## config.mk

```make
export PLATFORM = sky130hd
export DESIGN_NAME = ccd_shutter_seq
export DESIGN_NICKNAME = d
export VERILOG_FILES = /design/src/rtl/ccd_shutter_seq.sv
export SDC_FILE = /design/constraint.sdc
export NUM_CORES = 1
export LEC_CHECK = 0
export ABC_AREA = 0
export BUFFER_PORTS_ARGS = -buffer_cell sky130_fd_sc_hd__buf_2
export CAP_MARGIN = 10
export CORE_ASPECT_RATIO = 1.75
export CORE_MARGIN = 4
export CORE_UTILIZATION = 45
export CTS_CLUSTER_SIZE = 24
export DETAILED_ROUTE_END_ITERATION = 10
export GPL_TIMING_DRIVEN = 0
export PLACE_DENSITY = 0.62
export SLEW_MARGIN = 20
export SYNTH_ARGS = -nofsm -noshare
export SYNTH_HDL_FRONTEND = slang
export SYNTH_SLANG_ARGS = --single-unit
```

## constraint.sdc

```tcl
create_clock -name clk -period 4.63 [get_ports clk]
set_input_delay 0.2315 -clock clk [delete_from_list [all_inputs] [get_ports clk]]
set_output_delay 0.2315 -clock clk [all_outputs]
set_load 0.02 [all_outputs]
```

## src/rtl/ccd_shutter_seq.sv

```systemverilog
module ccd_shutter_seq #(
  parameter int VCNT_W    = 10,
  parameter int HCNT_W    = 12,
  parameter int LINE_W    = 11,
  parameter int READ_LINE = 1000
) (
  input  logic              clk,
  input  logic              rst_n,
  input  logic [1:0]        cfg_mode,
  input  logic [VCNT_W-1:0] cfg_vcnt,
  input  logic [HCNT_W-1:0] cfg_hcnt,
  input  logic [VCNT_W-1:0] cfg_place,
  input  logic              field_a,
  input  logic              field_start,
  input  logic              line_start,
  input  logic [LINE_W-1:0] line_idx,
  output logic              sub_en,
  output logic              ro_stop,
  output logic              cfg_hold
);
  localparam int NW = HCNT_W - 1;
  localparam int SW = ((LINE_W > NW + 1) ? LINE_W : NW + 1) + 1;
  localparam logic [SW-1:0] RL = SW'(READ_LINE);

  logic [1:0]        mode_r;
  logic [VCNT_W-1:0] vcnt_r, place_r, fidx;
  logic [NW-1:0]     hcnt_r;
  logic              fa_r;
  logic              sub_q;

  logic shutter_on, seq_more, fire_field, in_win;
  logic [NW:0] n_pulse;

  assign shutter_on = (mode_r == 2'b01) || (mode_r == 2'b10);
  assign seq_more   = shutter_on && (fidx != vcnt_r);
  assign fire_field = shutter_on && (fidx == ((mode_r == 2'b10) ? place_r : '0));

  always_comb begin
    if (fa_r) n_pulse = (hcnt_r > NW'(1)) ? ({1'b0, hcnt_r} - 1'b1) : '0;
    else      n_pulse = {1'b0, hcnt_r} + 1'b1;
  end

  assign in_win = (line_idx != '0) && (SW'(line_idx) < RL) &&
                  ((SW'(line_idx) + SW'(n_pulse)) >= RL);

  always_ff @(posedge clk or negedge rst_n) begin
    if (!rst_n) begin
      mode_r  <= 2'b00;
      vcnt_r  <= '0;
      hcnt_r  <= '0;
      place_r <= '0;
      fidx    <= '0;
      fa_r    <= 1'b0;
    end else if (field_start) begin
      fa_r <= field_a;
      if (seq_more) begin
        fidx <= fidx + 1'b1;
      end else begin
        fidx    <= '0;
        mode_r  <= cfg_mode;
        vcnt_r  <= cfg_vcnt;
        hcnt_r  <= cfg_hcnt[NW-1:0];
        place_r <= cfg_place;
      end
    end
  end

  always_ff @(posedge clk or negedge rst_n) begin
    if (!rst_n)           sub_q <= 1'b0;
    else if (field_start) sub_q <= 1'b0;
    else if (line_start)  sub_q <= fire_field && in_win;
  end

  assign sub_en   = sub_q;
  assign ro_stop  = (mode_r == 2'b11);
  assign cfg_hold = seq_more;
endmodule

```

==> summary.md <==
| Metric | Value |
|---|---|
| Number of flip-flops and latches in the synthesized netlist | between 40 and 50 |
| Clk sinks | 45 |
| Final Max Slew Viols | 0 |
| Proportion of netlist area held by the largest area contributor | 34.9% |
| Area Growth Syn to Fin | 15.9% |
| Worst Max-Slew Pin Slew | 0.659 ns |
| Grt total ovfl | 0 |
| Avg WL per Cell | roughly 16 um |
| Placeable core region | 6910 um2 |
| Part of the total power dissipated in the clock network | roughly 14% |
| Final-layout setup total negative slack | 0 ns |
| Global-route total usage across every layer | about a fifth |
| Remaining max-slew budget at the tightest pin | ~56% |
| GPL Wtd Cong | 0.867 |
| Warnings, synthesis | 0 |
| DRT Pass-1 Iters | 5 |
| Result of the run | finished, final reports clean |
| Combinational power share | 55.5% |
| Required time of the worst setup path | 4.79 ns |
| Boundary Pins | 53 |
| Number of core rows | 40 |
| Number of buffers on the longest clock path | 2 |
| TritonCTS clock tree | built |
| R2R Path Start | hcnt_r[6]$_DFFE_PN0P_ |
| Final Cycle Share | roughly 95% |
| Final setup skew | 0.00400 ns |
| Setup repair after global routing missed its margin | false |
| Width of the die | 72.0 um |
| Height of the die | roughly 120 um |
| Cell area after synthesis | 3230 um2 |
| Number of input and output port buffers inserted | 50 |
| Post-synth cell types | 55 |
| CP endpoint kind | register |
| Leading register cell type out of synthesis | sky130_fd_sc_hd__dfrtp_1 |
| Total number of H-tree levels | 2 |
| Time the worst path needs with I/O delays and setup | approximately 4.4 ns |
| Max Cap Violations | 0 |
| Antenna-violating nets left | 0 |
| Classification of the worst-slack hold path | input port to register |
| Antenna violations before repair | 0 |
| Vias in the first global route | ~2800 |
| Proportion of layout cells with a drive suffix above 1 | approximately a quarter |
| Effective utilization at floorplan | a little under half |
| Worst path arrival time | around 4.6 ns |
| CTS clk-pin slew, worst paths | approximately 0.06 ns |
| Syn Area/Cell | between 9 and 10 um2 |
| Inserted Clock Buffers | 5 |
| Power spent charging and discharging nets | between 1 and 1.5 mW |
| LEAKAGE | between 1.5 and 2 nW |
| First element of the critical path | hcnt_r[6]$_DFFE_PN0P_ |
| Worst IR Drop VDD | slightly below 400 uV |
| Syn Nets | 420 |
| Final Net Count | about 480 |
| Overall routed net length | 8.11 mm |
| HP Start | cfg_vcnt[7] |
| Floorplan die area | a little under 9000 um2 |
| Clk Latency, worst-skew pair | 0.29 ns |
| Endpoints failing setup | 0 |
| Final Util | 54.2% |
| Internal power summed over all cells | roughly 1.4 mW |
| Number of setup buffers added after CTS | 0 |
| Share of total power consumed by net switching | between 40% and 50% |
| Via total after detailed routing | 2853 |
| Top achievable clock speed | between 0.2 and 0.25 GHz |
| Most frequent standard cell in the layout excluding fill and tap cells | sky130_fd_sc_hd__buf_2 |
| Hpwl dp | roughly 6.3 mm |
| Largest net degree at the start of global routing | between 40 and 50 |
| Pwr Density | between 600 and 700 nW/um2 |
| DRC Markers | 0 |
| Synthesized instance count | between 300 and 400 |
| Drt via density | ~5.8 |
| Top cells by area in the synthesized netlist | sky130_fd_sc_hd__dfrtp_1 35%, sky130_fd_sc_hd__mux2_2 12%, sky130_fd_sc_hd__ha_1 7.0% |
| Crit start category | register |
| Count of inserted antenna diode cells | 0 |
| Share of async-settable or async-resettable flops after synthesis | 100% |
| Sequential group share of total power | 30.2% |
| Most frequent cells in the layout | 54 x sky130_fd_sc_hd__buf_2, 45 x sky130_fd_sc_hd__dfrtp_1, 34 x sky130_fd_sc_hd__mux2_2 |
| Sequential-to-total area share from yosys stat | between 30% and 40% |
| Global-route wire length before repair | ~13 mm |
| Post-synth EDFFs | 0 |
| Synth area leader | sky130_fd_sc_hd__dfrtp_1 |
| Critical-path maximum fanout | 8 |
| Category of the most critical setup path | register to register |
| Hold violation count in the final report | 0 |
| Root Driver | sky130_fd_sc_hd__clkbuf_16 |
| Starting DRC count in detailed routing | 160 |
[logic make-up (layout without fill, tap and decap cells)]
kind of cell	after synthesis	in the layout	share of synthesized area, %
xor gates and xnor gates	24	24	6.51
DFF	45	45	34.9
buffers and inverters	32	91	4.15
AOI/OAI and AO/OA	87	87	16.6
adders and majority gates	19	19	7.60
muxes	38	38	13.1
and+or+nand+nor	106	106	17.1
[through the flow]
step	area (um2)	hold slack [ns]	instances	power, mW	setup slack [ns]
2_1_floorplan	3230	-0.0641	351	1.74	0.758
3_3_place_gp	3580	0.445	485	2.04	0.248
3_5_place_dp	3580	0.459	485	2.08	0.202
4_1_cts	3720	0.152	493	2.43	0.157
5_1_grt	3740	0.171	494	2.62	0.00385
6_report	3740	0.170	494	2.42	0.216
[cell usage after synthesis, types with 3 or more instances]
library cell / count
sky130_fd_sc_hd__nand2_1: 27
sky130_fd_sc_hd__mux2_2: 34
sky130_fd_sc_hd__and3_1: 4
sky130_fd_sc_hd__xnor2_1: 7
sky130_fd_sc_hd__nand3b_1: 6
sky130_fd_sc_hd__nor2_1: 18
sky130_fd_sc_hd__nand3_1: 18
sky130_fd_sc_hd__clkbuf_1: 11
sky130_fd_sc_hd__nor3_1: 6
sky130_fd_sc_hd__o21ai_0: 20
sky130_fd_sc_hd__xor2_1: 17
sky130_fd_sc_hd__o211ai_1: 3
sky130_fd_sc_hd__o21ai_1: 6
sky130_fd_sc_hd__dfrtp_1: 45
sky130_fd_sc_hd__ha_1: 18
sky130_fd_sc_hd__a31oi_1: 6
sky130_fd_sc_hd__buf_2: 5
sky130_fd_sc_hd__nor4_1: 8
sky130_fd_sc_hd__a211oi_1: 3
sky130_fd_sc_hd__o22ai_1: 7
sky130_fd_sc_hd__inv_1: 12
sky130_fd_sc_hd__a21oi_1: 21
sky130_fd_sc_hd__mux2i_1: 4
sky130_fd_sc_hd__buf_1: 3
[path summary, 6_finish.rpt]
check                      cells past startpoint  slack, ns                      to
max                                           14       0.22      sub_en$_DFFE_PN0P_
min                                            2       0.17   vcnt_r[7]$_DFFE_PN0P_
max reg2reg                                   14       0.22      sub_en$_DFFE_PN0P_
min reg2reg                                    1       0.53   vcnt_r[2]$_DFFE_PN0P_
max in group asynchronous                      2       3.76     fidx[3]$_DFFE_PN0P_
min in group asynchronous                      2       0.48  place_r[5]$_DFFE_PN0P_
[layout make-up]
| cell class | instances | area, um2 |
|---|---|---|
| Buffer | 20 | 88.8 |
| Clock buffer | 7 | 133 |
| Clock inverter | 1 | 7.51 |
| Fill cell | 657 | 3160 |
| Inverter | 12 | 45.0 |
| Multi-Input combinational cell | 274 | 1970 |
| Sequential cell | 45 | 1130 |
| Tap cell | 84 | 105 |
| Timing Repair Buffer | 51 | 263 |
[what timing repair did]
action | 4_1_cts | 5_1_grt
endpoints found under the hold margin | 0 | 45
hold buffers | 0 | 1
setup endpoints to repair | 0 | 1
resized for setup | 0 | 2
[sequential cells by signal, indices dropped and copies added (netlist names)]
| register | count |
|---|---|
| fidx | 10 |
| vcnt_r | 10 |
| place_r | 10 |
| mode_r | 2 |
| hcnt_r | 11 |
| fa_r | 1 |
| sub_en | 1 |
[critical path, cell delays in order (launching register included)]
cell and delay [ns]:
sky130_fd_sc_hd__dfrtp_1 0.46, sky130_fd_sc_hd__or4_1 0.57, sky130_fd_sc_hd__or4_4 0.45, sky130_fd_sc_hd__or4_1 0.46
sky130_fd_sc_hd__buf_2 0.17, sky130_fd_sc_hd__and2_4 0.19, sky130_fd_sc_hd__a21oi_2 0.12, sky130_fd_sc_hd__o21ai_1 0.08
sky130_fd_sc_hd__ha_1 0.26, sky130_fd_sc_hd__a211oi_1 0.48, sky130_fd_sc_hd__nor3b_1 0.13, sky130_fd_sc_hd__o311ai_0 0.34
sky130_fd_sc_hd__a211oi_1 0.16, sky130_fd_sc_hd__a211oi_1 0.26, sky130_fd_sc_hd__o21ai_0 0.14
[power by group through the flow]
stage	logic (mW)	clock network [mW]	registers, mW
2_1_floorplan	1.05	0	0.687
3_3_place_gp	1.31	0	0.732
3_5_place_dp	1.34	0	0.740
4_1_cts	1.35	0.355	0.732
5_1_grt	1.49	0.372	0.760
6_report	1.34	0.346	0.733
[metal layers]
layer | up-vias | global-route usage, % | routed length, um
li1 | 1395 | - | -
met1 | 1343 | 20.4 | 2920
met2 | 89 | 35.8 | 4420
met3 | 26 | 3.10 | 405
met4 | 0 | 10.5 | 360
met5 | - | 0 | 0
Power figures use the tool's default switching activity.
